<file path="config.mk">
export PLATFORM = sky130hd
export DESIGN_NAME = flash_ctl_regs
export DESIGN_NICKNAME = d
export VERILOG_FILES = /design/src/rtl/fcr_pkg.sv /design/src/rtl/fcr_decode.sv /design/src/rtl/fcr_wait.sv /design/src/rtl/fcr_regfile.sv /design/src/rtl/flash_ctl_regs.sv
export SDC_FILE = /design/constraint.sdc
export NUM_CORES = 1
export LEC_CHECK = 0
export CAP_MARGIN = 30
export CORE_MARGIN = 3
export CORE_UTILIZATION = 56
export DETAILED_ROUTE_END_ITERATION = 7
export GPL_TIMING_DRIVEN = 0
export PLACE_DENSITY = 0.85
export SLEW_MARGIN = 10
export SYNTH_ARGS = -nofsm -noshare
export SYNTH_HDL_FRONTEND = slang
export SYNTH_SLANG_ARGS = --single-unit
export TNS_END_PERCENT = 50
</file>
<file path="constraint.sdc">
create_clock -name clk -period 3.45 [get_ports clk]
set_input_delay 1.035 -clock clk [delete_from_list [all_inputs] [get_ports clk]]
set_output_delay 1.035 -clock clk [all_outputs]
set_load 0.1 [all_outputs]
</file>
<file path="src/rtl/fcr_pkg.sv">
package fcr_pkg;

    localparam int DATA_W = 32;
    localparam int REG_W  = 8;
    localparam int EMU_W  = 16;

    typedef enum logic [1:0] {
        SZ_BYTE = 2'd0,
        SZ_HALF = 2'd1,
        SZ_LONG = 2'd2,
        SZ_RSVD = 2'd3
    } acc_size_e;

    typedef enum logic [2:0] {
        TG_CTL1 = 3'd0,
        TG_CTL2 = 3'd1,
        TG_EB1  = 3'd2,
        TG_EB2  = 3'd3,
        TG_EMU  = 3'd4,
        TG_NONE = 3'd5
    } target_e;

    typedef struct packed {
        target_e tgt;
        logic    lo_byte;
        logic    bad;
        logic    long_acc;
    } dec_t;

    typedef struct packed {
        dec_t              dec;
        logic              we;
        acc_size_e         size;
        logic [DATA_W-1:0] wdata;
    } req_t;

    function automatic target_e small_target(input logic [1:0] ofs);
        case (ofs)
            2'd0:    return TG_CTL1;
            2'd1:    return TG_CTL2;
            2'd2:    return TG_EB1;
            default: return TG_EB2;
        endcase
    endfunction

    function automatic logic is_byte_reg(input target_e t);
        return (t == TG_CTL1) || (t == TG_CTL2) || (t == TG_EB1) || (t == TG_EB2);
    endfunction

endpackage

</file>
<file path="src/rtl/fcr_decode.sv">
module fcr_decode
    import fcr_pkg::*;
#(
    parameter int          ADDR_W  = 12,
    parameter int unsigned EMU_OFS = 'h470
) (
    input  logic [ADDR_W-1:0] addr,
    input  acc_size_e         size,
    input  logic              we,
    input  logic [DATA_W-1:0] wdata,
    output dec_t              dec
);
    localparam logic [ADDR_W-1:0] EMU_HI = ADDR_W'(EMU_OFS);
    localparam logic [ADDR_W-1:0] EMU_LO = ADDR_W'(EMU_OFS + 1);

    always_comb begin
        dec = '{tgt: TG_NONE, lo_byte: 1'b0, bad: 1'b1, long_acc: 1'b0};
        if (addr[ADDR_W-1:2] == '0) begin
            dec.tgt = small_target(addr[1:0]);
            dec.bad = (size != SZ_BYTE);
        end else if (addr == EMU_HI) begin
            dec.tgt      = TG_EMU;
            dec.long_acc = (size == SZ_LONG);
            dec.bad      = (size == SZ_RSVD) ||
                           ((size == SZ_LONG) && we && (wdata[EMU_W-1:0] != '0));
        end else if (addr == EMU_LO) begin
            dec.tgt     = TG_EMU;
            dec.lo_byte = 1'b1;
            dec.bad     = (size != SZ_BYTE);
        end
    end
endmodule

</file>
<file path="src/rtl/fcr_wait.sv">
module fcr_wait #(
    parameter int SHORT_WAIT = 3,
    parameter int LONG_WAIT  = 6
) (
    input  logic clk,
    input  logic rst,
    input  logic start,
    input  logic long_acc,
    output logic busy,
    output logic last,
    output logic done
);
    localparam int CNT_W = $clog2(LONG_WAIT + 1);
    localparam logic [CNT_W-1:0] SHORT_LD = CNT_W'(SHORT_WAIT - 3);
    localparam logic [CNT_W-1:0] LONG_LD  = CNT_W'(LONG_WAIT - 3);

    logic [CNT_W-1:0] cnt_q;

    assign last = busy && (cnt_q == '0);

    always_ff @(posedge clk) begin
        if (rst) begin
            busy  <= 1'b0;
            done  <= 1'b0;
            cnt_q <= '0;
        end else begin
            done <= 1'b0;
            if (start) begin
                busy  <= 1'b1;
                cnt_q <= long_acc ? LONG_LD : SHORT_LD;
            end else if (last) begin
                busy <= 1'b0;
                done <= 1'b1;
            end else if (busy) begin
                cnt_q <= cnt_q - 1'b1;
            end
        end
    end

    // checker: cycles elapsed since acceptance versus the expected latency
    logic [CNT_W-1:0] ck_cnt, ck_exp;
    always_ff @(posedge clk) begin
        if (rst) begin
            ck_cnt <= '0;
            ck_exp <= '0;
        end else if (start) begin
            ck_cnt <= CNT_W'(1);
            ck_exp <= long_acc ? CNT_W'(LONG_WAIT - 1) : CNT_W'(SHORT_WAIT - 1);
        end else if (busy) begin
            ck_cnt <= ck_cnt + 1'b1;
        end
    end

    // handshake length matches the latency chosen at acceptance
    a_r2_latency: assert property (@(posedge clk) disable iff (rst)
        done |-> (ck_cnt == ck_exp));

    // no new request is taken while one is in flight
    a_r4_start_idle: assert property (@(posedge clk) disable iff (rst)
        start |-> !busy);
endmodule

</file>
<file path="src/rtl/fcr_regfile.sv">
module fcr_regfile
    import fcr_pkg::*;
(
    input  logic              clk,
    input  logic              rst,
    input  logic              fwe_pin,
    input  logic              rom_off,
    input  logic              commit,
    input  target_e           tgt,
    input  logic              lo_byte,
    input  acc_size_e         size,
    input  logic [DATA_W-1:0] wdata,
    output logic [DATA_W-1:0] rd_data
);
    localparam int SWE_BIT = 6;

    logic [REG_W-2:0] ctl1_st;
    logic [REG_W-1:0] eb1_q, eb2_q;
    logic [EMU_W-1:0] emu_q;
    logic             eb_open, byte_wr_ok;

    assign eb_open    = fwe_pin && ctl1_st[SWE_BIT];
    assign byte_wr_ok = commit && fwe_pin && !rom_off;

    always_ff @(posedge clk) begin
        if (rst) begin
            ctl1_st <= '0;
        end else if (byte_wr_ok && tgt == TG_CTL1) begin
            ctl1_st <= wdata[REG_W-2:0];
        end
    end

    always_ff @(posedge clk) begin
        if (rst || !eb_open) begin
            eb1_q <= '0;
            eb2_q <= '0;
        end else if (byte_wr_ok) begin
            if (tgt == TG_EB1) eb1_q <= wdata[REG_W-1:0];
            if (tgt == TG_EB2) eb2_q <= wdata[REG_W-1:0];
        end
    end

    always_ff @(posedge clk) begin
        if (rst) begin
            emu_q <= '0;
        end else if (commit && tgt == TG_EMU) begin
            case (size)
                SZ_BYTE: begin
                    if (lo_byte) emu_q[7:0]  <= wdata[7:0];
                    else         emu_q[15:8] <= wdata[7:0];
                end
                SZ_HALF: emu_q <= wdata[EMU_W-1:0];
                SZ_LONG: emu_q <= wdata[DATA_W-1:DATA_W-EMU_W];
                default: emu_q <= emu_q;
            endcase
        end
    end

    always_comb begin
        rd_data = '0;
        if (is_byte_reg(tgt) && !rom_off) begin
            case (tgt)
                TG_CTL1: rd_data[REG_W-1:0] = {fwe_pin, ctl1_st};
                TG_EB1:  rd_data[REG_W-1:0] = eb_open ? eb1_q : '0;
                TG_EB2:  rd_data[REG_W-1:0] = eb_open ? eb2_q : '0;
                default: rd_data = '0;
            endcase
        end else if (tgt == TG_EMU) begin
            case (size)
                SZ_BYTE: rd_data[7:0] = lo_byte ? emu_q[7:0] : emu_q[15:8];
                SZ_HALF: rd_data[EMU_W-1:0] = emu_q;
                SZ_LONG: rd_data[DATA_W-1:DATA_W-EMU_W] = emu_q;
                default: rd_data = '0;
            endcase
        end
    end

    // erase blocks are cleared the cycle after either enable is missing
    a_r8_eb_cleared: assert property (@(posedge clk) disable iff (rst)
        (!fwe_pin || !ctl1_st[SWE_BIT]) |=> (eb1_q == '0 && eb2_q == '0));

    // disabled-ROM mode leaves control-1 storage untouched
    a_r5_rom_off_frozen: assert property (@(posedge clk) disable iff (rst)
        (!rst && rom_off) |=> $stable(ctl1_st));

    // emulation register only changes on a committed write
    a_r9_emu_idle_stable: assert property (@(posedge clk) disable iff (rst)
        (!rst && !commit) |=> $stable(emu_q));

    // with the pin low, no write reaches control-1 storage
    a_r6_pin_gate: assert property (@(posedge clk) disable iff (rst)
        (!rst && !fwe_pin) |=> $stable(ctl1_st));
endmodule

</file>
<file path="src/rtl/flash_ctl_regs.sv">
module flash_ctl_regs
    import fcr_pkg::*;
#(
    parameter int          ADDR_W     = 12,
    parameter int unsigned EMU_OFS    = 'h470,
    parameter int          SHORT_WAIT = 3,
    parameter int          LONG_WAIT  = 6
) (
    input  logic              clk,
    input  logic              rst,
    input  logic              fwe_pin,
    input  logic              rom_off,
    input  logic              req,
    input  logic              we,
    input  logic [ADDR_W-1:0] addr,
    input  logic [1:0]        size,
    input  logic [DATA_W-1:0] wdata,
    output logic              ack,
    output logic              err,
    output logic [DATA_W-1:0] rdata
);
    dec_t              dec_now;
    req_t              rq_q;
    logic              busy, last, start, commit;
    logic [DATA_W-1:0] rd_val;

    fcr_decode #(
        .ADDR_W  (ADDR_W),
        .EMU_OFS (EMU_OFS)
    ) u_dec (
        .addr  (addr),
        .size  (acc_size_e'(size)),
        .we    (we),
        .wdata (wdata),
        .dec   (dec_now)
    );

    assign start = req && !busy && !ack;

    always_ff @(posedge clk) begin
        if (rst) begin
            rq_q <= '0;
        end else if (start) begin
            rq_q.dec   <= dec_now;
            rq_q.we    <= we;
            rq_q.size  <= acc_size_e'(size);
            rq_q.wdata <= wdata;
        end
    end

    fcr_wait #(
        .SHORT_WAIT (SHORT_WAIT),
        .LONG_WAIT  (LONG_WAIT)
    ) u_wait (
        .clk      (clk),
        .rst      (rst),
        .start    (start),
        .long_acc (dec_now.long_acc),
        .busy     (busy),
        .last     (last),
        .done     (ack)
    );

    assign commit = last && rq_q.we && !rq_q.dec.bad;

    fcr_regfile u_rf (
        .clk     (clk),
        .rst     (rst),
        .fwe_pin (fwe_pin),
        .rom_off (rom_off),
        .commit  (commit),
        .tgt     (rq_q.dec.tgt),
        .lo_byte (rq_q.dec.lo_byte),
        .size    (rq_q.size),
        .wdata   (rq_q.wdata),
        .rd_data (rd_val)
    );

    always_ff @(posedge clk) begin
        if (rst) begin
            err   <= 1'b0;
            rdata <= '0;
        end else begin
            err   <= last && rq_q.dec.bad;
            rdata <= (last && !rq_q.we && !rq_q.dec.bad) ? rd_val : '0;
        end
    end

    // acknowledge is a single-cycle pulse
    a_r4_ack_pulse: assert property (@(posedge clk) disable iff (rst)
        ack |=> !ack);

    // error flag only accompanies an acknowledge
    a_r10_err_with_ack: assert property (@(posedge clk) disable iff (rst)
        err |-> ack);

    // read data bus is quiet outside the acknowledge cycle
    a_r4_rdata_quiet: assert property (@(posedge clk) disable iff (rst)
        !ack |-> (rdata == '0));
endmodule

</file>
# Yosys cells after proc, flatten, opt, wreduce, memory -nomap -nowiden
# Index checks and enable logic that the tools add are counted.
# classes
add_sub_neg	1
multipliers	0
div	0
order_cmp	0
n_eq_ne	15
n_shift	0
mux	27
bitwise_logic	4
reduce_logical	46
# ops
operator	n
$mux 8	7
$pmux 16 s3	1
$eq 12x11->1 const B	2
$pmux 8 s3	1
$mux 3	6
$logic_and 1x1->1	16
$pmux 8 s2	1
$reduce_bool 16->1	1
$logic_not 10->1	1
$reduce_or 5->1	2
$mux 1	9
$eq 2x2->1 const B	4
$eq 3x2->1 const B	2
$logic_not 1->1	6
$logic_not 3->1	2
$pmux 2 s3	1
$reduce_and 2->1	3
$reduce_and 3->1	2
$reduce_bool 2->1	3
$logic_or 1x1->1	5
$eq 2x1->1 const B	2
$logic_not 2->1	2
$ne 2x2->1 const B	2
$not 1->1	4
7 further kinds	8
# word_totals
regBits	117
latch_bits	0
ramBits	0
mem_bits_ro	0
input_bits	52
out_inout_bits	34
word_cells	111
memories	0

# Depth between registers and ports, before layout
# Gate-level depths: netlist of run 1.
# logic_depth
ltp_word	7
mapped_depth	8
depth_no_buf	7

# Modules after synthesis
# Synthesis of run 1 repeated with hierarchy kept, for this count alone.
# unflattened
cells_unflattened	580
hier_area_um2	5532.8
# modules_own_cells
module	n_inst	cells_per_inst	area_each_um2	seq_area_each_um2
flash_ctl_regs	1	246	2725.1	1461.4
fcr_regfile	1	281	2383.5	780.7
fcr_wait	1	26	239.0	100.1
fcr_decode	1	27	185.2	0.0

# Least setup slack after synthesis of run 1
# No wires, ideal clock.
# synth_timing
kind	input-to-reg
startpoint	in req
endpoint	reg u_wait.cnt_q[0]
setup_time_ps	95
arrival_ps	2314
required_time_ps	3355
setup_slack_ps	1041
path_stages	5
path_buffers	1
cell_sequence	or3b_1 -> buf_2 -> or4b_1 -> a2bb2oi_1 -> a221oi_1
# synth_via
elab_chain_len	4
elab_cells_between_ends	6
classes_between	eq/ne: 1; mux: 1; reduce/logical: 4
# synth_rtl
item	line	rtl
start: declaration	flash_ctl_regs.sv:13	input logic req,
$logic_and 1x1->1 * (2 in a row)	flash_ctl_regs.sv:38	assign start = req && !busy && !ack;
$ne 2x1->1 (no source line) / $reduce_bool 2->1 (equally long branches)	n/a	
$reduce_and 2->1 (no source line)	n/a	
end signal: assignment	fcr_wait.sv:30	cnt_q <= long_acc ? LONG_LD : SHORT_LD;
end signal: assignment	fcr_wait.sv:35	cnt_q <= cnt_q - 1'b1;
end: declaration	fcr_wait.sv:17	logic [CNT_W-1:0] cnt_q;
# Every way passes the cells marked *; elsewhere a longest branch is shown, timed or not.
# A chain may end at the register's enable or synchronous reset.

# Worst setup path in the final report of run 1
# layout_timing
startpoint	reg u_wait.done
endpoint	out ack
# layout_rtl
item	line	rtl
start: declaration	fcr_wait.sv:11	output logic done
start signal: assignment	fcr_wait.sv:24	done <= 1'b0;
start signal: assignment	fcr_wait.sv:27	done <= 1'b0;
start signal: assignment	fcr_wait.sv:33	done <= 1'b1;
end: declaration	flash_ctl_regs.sv:18	output logic ack,
# No word-level cell between the ends.

==> run_results.csv, run 1 <==
group,metric,value,unit
cells_and_area,nets,675,
timing,finClkSkew,15.1,ps
placement,numPortBuffers,84,
yosys,synth_area_leaders,"dfxtp_1 (50%), mux2i_1 (8.0%), nand2_1 (6.5%)",
yosys,synth_cell_type_count,42,
die,die_width,97.2,µm
worst_setup_path,cp-start-kind,"flip-flop",
routing,finalWirelength,12900,µm
cells_and_area,seqCellArea,0.00234,mm²
routing,top_layer,"met4",
die,ioPinCount,86,
worst_setup_path,endpoint_kind,"output port",
worst_setup_path,crit_path_max_incr_delay,1140,ps
die,fp.coreArea,0.00789,mm²
global_route,antenna_found_initial,0,
placement,hpwl,8910,µm
yosys,seq_area_frac_synth,50.3,%
clock_network,h-tree-depth,4,
clock_network,clk_pin_slew,60,ps
clock_network,cts_tree,"done",
worst_setup_path,required,2410,ps
status,status,"finished clean",
clock_network,clkLatencyLatePin,530,ps
clock_network,cts_buffer_depth,2,
routing,route.met3.wl,1090,µm
clock_network,post_cts_resized,0,
yosys,synthFlopType,"dfxtp_1",
worst_setup_path,critPathTopFamily,"buffers and inverters",
timing,rsz0062_at_grt,"false",
timing,fin_tns_setup,0,ps
cells_and_area,drive_gt1_share,6.35,%
routing,first_pass_iters,7,
routing,ant_nets,0,
timing,fin_crit_sh,88.7,%
routing,vias,4308,
clock_network,postCtsSetupBuffers,0,
timing,whs,457,ps
clock_network,holdBufCountCts,0,
routing,wl_met1,4880,µm
yosys,netlist_instances,514,
global_route,overflow,0,
cells_and_area,area_delta_synth_final,33.9,%
routing,drt_iter0_markers,385,
yosys,yosys_warnings,0,
worst_setup_path,path_buf_inv,1,
yosys,async_flop_share,0,%
routing,wl_met2,6510,µm
timing,relSlewSlack,34.3,%
power_and_ir_drop,pwr_density_cell,571,mW/mm²
timing,drv_slew,0,
cells_and_area,n_antenna_cell,0,
power_and_ir_drop,p_leak,2.23,nW
clock_network,cts_sinks,117,
yosys,syn_area,0.00466,mm²
worst_setup_path,crit_chain,"clkdlybuf4s50_1",
timing,fin_crit,3060,ps
clock_network,cts_buffers,17,
min_path,hold_class,"flip-flop to flip-flop",
die,start_util,59.1,%
yosys,synth_edf_count,0,
power_and_ir_drop,max-vdd-ir-drop,367,µV
yosys,synth_most_common_cell,"dfxtp_1",
timing,setup_viol,0,
worst_setup_path,critPathMaxFanout,3,
power_and_ir_drop,p_total,3.56,mW
worst_setup_path,worstSetupPathType,"flip-flop to output port",
routing,wl_per_cell,17.7,µm
global_route,grt.total_usage,27.6,%
global_route,grt_pass1_wl,20800,µm
die,die-area,0.00945,mm²
placement,gp_routability_congestion,0.855,
yosys,ys_ff_latch,117,
yosys,yosys.area.top_type,"dfxtp_1",
flow_run,max_cap_viol_count,0,
yosys,synth_commonest_cells,"dfxtp_1 (117), nand2_1 (81), nor2_1 (63), a21oi_1 (46), mux2i_1 (37)",
global_route,grt_pass1_vias,4314,
clock_network,root_buffer,"clkbuf_8",
cells_and_area,final_util,79.1,%
timing,hold_violations,0,
routing,viasPerCell,5.89,
yosys,synth_area_per_cell,9.06,µm²
worst_setup_path,worstPathArrival,2020,ps
yosys,synth_top_area_share,50.3,%
cells_and_area,multi_input_area,0.00216,mm²
die,die_h,97.2,µm
die,rows,32,
worst_setup_path,critPathSlowestCell,"clkdlybuf4s50_1",
routing,drc,0,
global_route,grt_max_degree,17,
timing,worst_slew_pin_slew,982,ps
cells_and_area,n_fill_cell,498,
timing,fmax,0.327,GHz
yosys,synth_fp_nets,572,
[final timing paths]
| path | from | to | slack (ps) | cells after the start |
|---|---|---|---|---|
| worst max-delay path | u_wait.done | ack | 390 | 1 |
| worst min-delay path | rq_q[30] | rq_q[30] | 460 | 2 |
| worst max register to register | u_wait.cnt_q[0] | u_rf.eb2_q[3] | 1110 | 7 |
| worst min register to register | rq_q[30] | rq_q[30] | 460 | 2 |
[routing by layer]
| metal | GRT usage [%] | vias up |
|---|---|---|
| met5 | 0 | - |
| met4 | 13.3 | 0 |
| met3 | 7.54 | 53 |
| met2 | 49.0 | 240 |
| met1 | 30.2 | 2007 |
| li1 | - | 2008 |
[per-stage QoR]
step	cells	cell area, µm²	worst slack, ps
after floorplan	514	4660	1040
after global placement	700	5630	484
after detailed placement	700	5630	419
after CTS	732	6240	390
after global routing	732	6240	363
final	732	6240	390
[cell usage in the layout (no fill, tap or decap), types with 7 or more instances in the layout]
master	instances
and2_1	27
clkbuf_16	16
a21oi_1	46
clkbuf_1	22
nor4_1	7
a22oi_1	22
a22o_1	8
mux2i_1	37
clkdlybuf4s50_1	84
nand2_1	81
nor2_1	63
a211oi_1	10
dfxtp_1	117
[cell type report]
cell class,instances,area share (%)
well taps,102,2.05
multi-input cells,358,34.7
repair buffers,84,13.5
flip-flops and latches,117,37.6
clock buffers,17,6.64
clock inverters,15,3.13
plain buffers,33,2.11
inverters,6,0.361
[flip-flops by register name (all words and copies together), names as in the netlist]
name and cells:
u_rf.eb2_q 8, u_rf.ctl1_st 7, u_wait.cnt_q 3, u_wait.busy 1
u_rf.eb1_q 8, err 1, u_wait.done 1, rq_q 40
rdata 32, u_rf.emu_q 16
[power breakdown]
part	internal [mW]	switching (mW)
logic	0.133	0.200
registers	1.39	0.0413
clock network	1.12	0.672
total	2.65	0.913
[cell families (layout without fill, tap and decap cells)]
kind of cell             Yosys count  in the layout  share of synthesized area (%)
AO/OA/AOI/OAI                    108            108                           15.6
adder cells (fa/ha/maj)            6              6                           1.61
buffers and inverters             39            155                           3.30
flip-flops                       117            117                           50.3
multiplexers                      37             37                           7.95
AND/OR/NAND/NOR                  207            207                           21.3
Power figures use the tool's default switching activity.
==> inputs of run 2 (changes only) <==
--- a/config.mk
+++ b/config.mk
@@ -15,4 +15,3 @@
 export SYNTH_ARGS = -nofsm -noshare
 export SYNTH_HDL_FRONTEND = slang
 export SYNTH_SLANG_ARGS = --single-unit
-export TNS_END_PERCENT = 50
==> results of run 2 <==
No change in the layout: final DEF, timing and power equal those of run 1.
==> inputs of run 3 (changes only) <==
--- a/config.mk
+++ b/config.mk
@@ -8,6 +8,7 @@
 export CAP_MARGIN = 30
 export CORE_MARGIN = 3
 export CORE_UTILIZATION = 56
+export CTS_BUF_LIST = sky130_fd_sc_hd__clkbuf_4 sky130_fd_sc_hd__clkbuf_8 sky130_fd_sc_hd__clkbuf_16
 export DETAILED_ROUTE_END_ITERATION = 7
 export GPL_TIMING_DRIVEN = 0
 export PLACE_DENSITY = 0.85
==> results of run 3 <==
No change in the layout: final DEF, timing and power equal those of run 1.
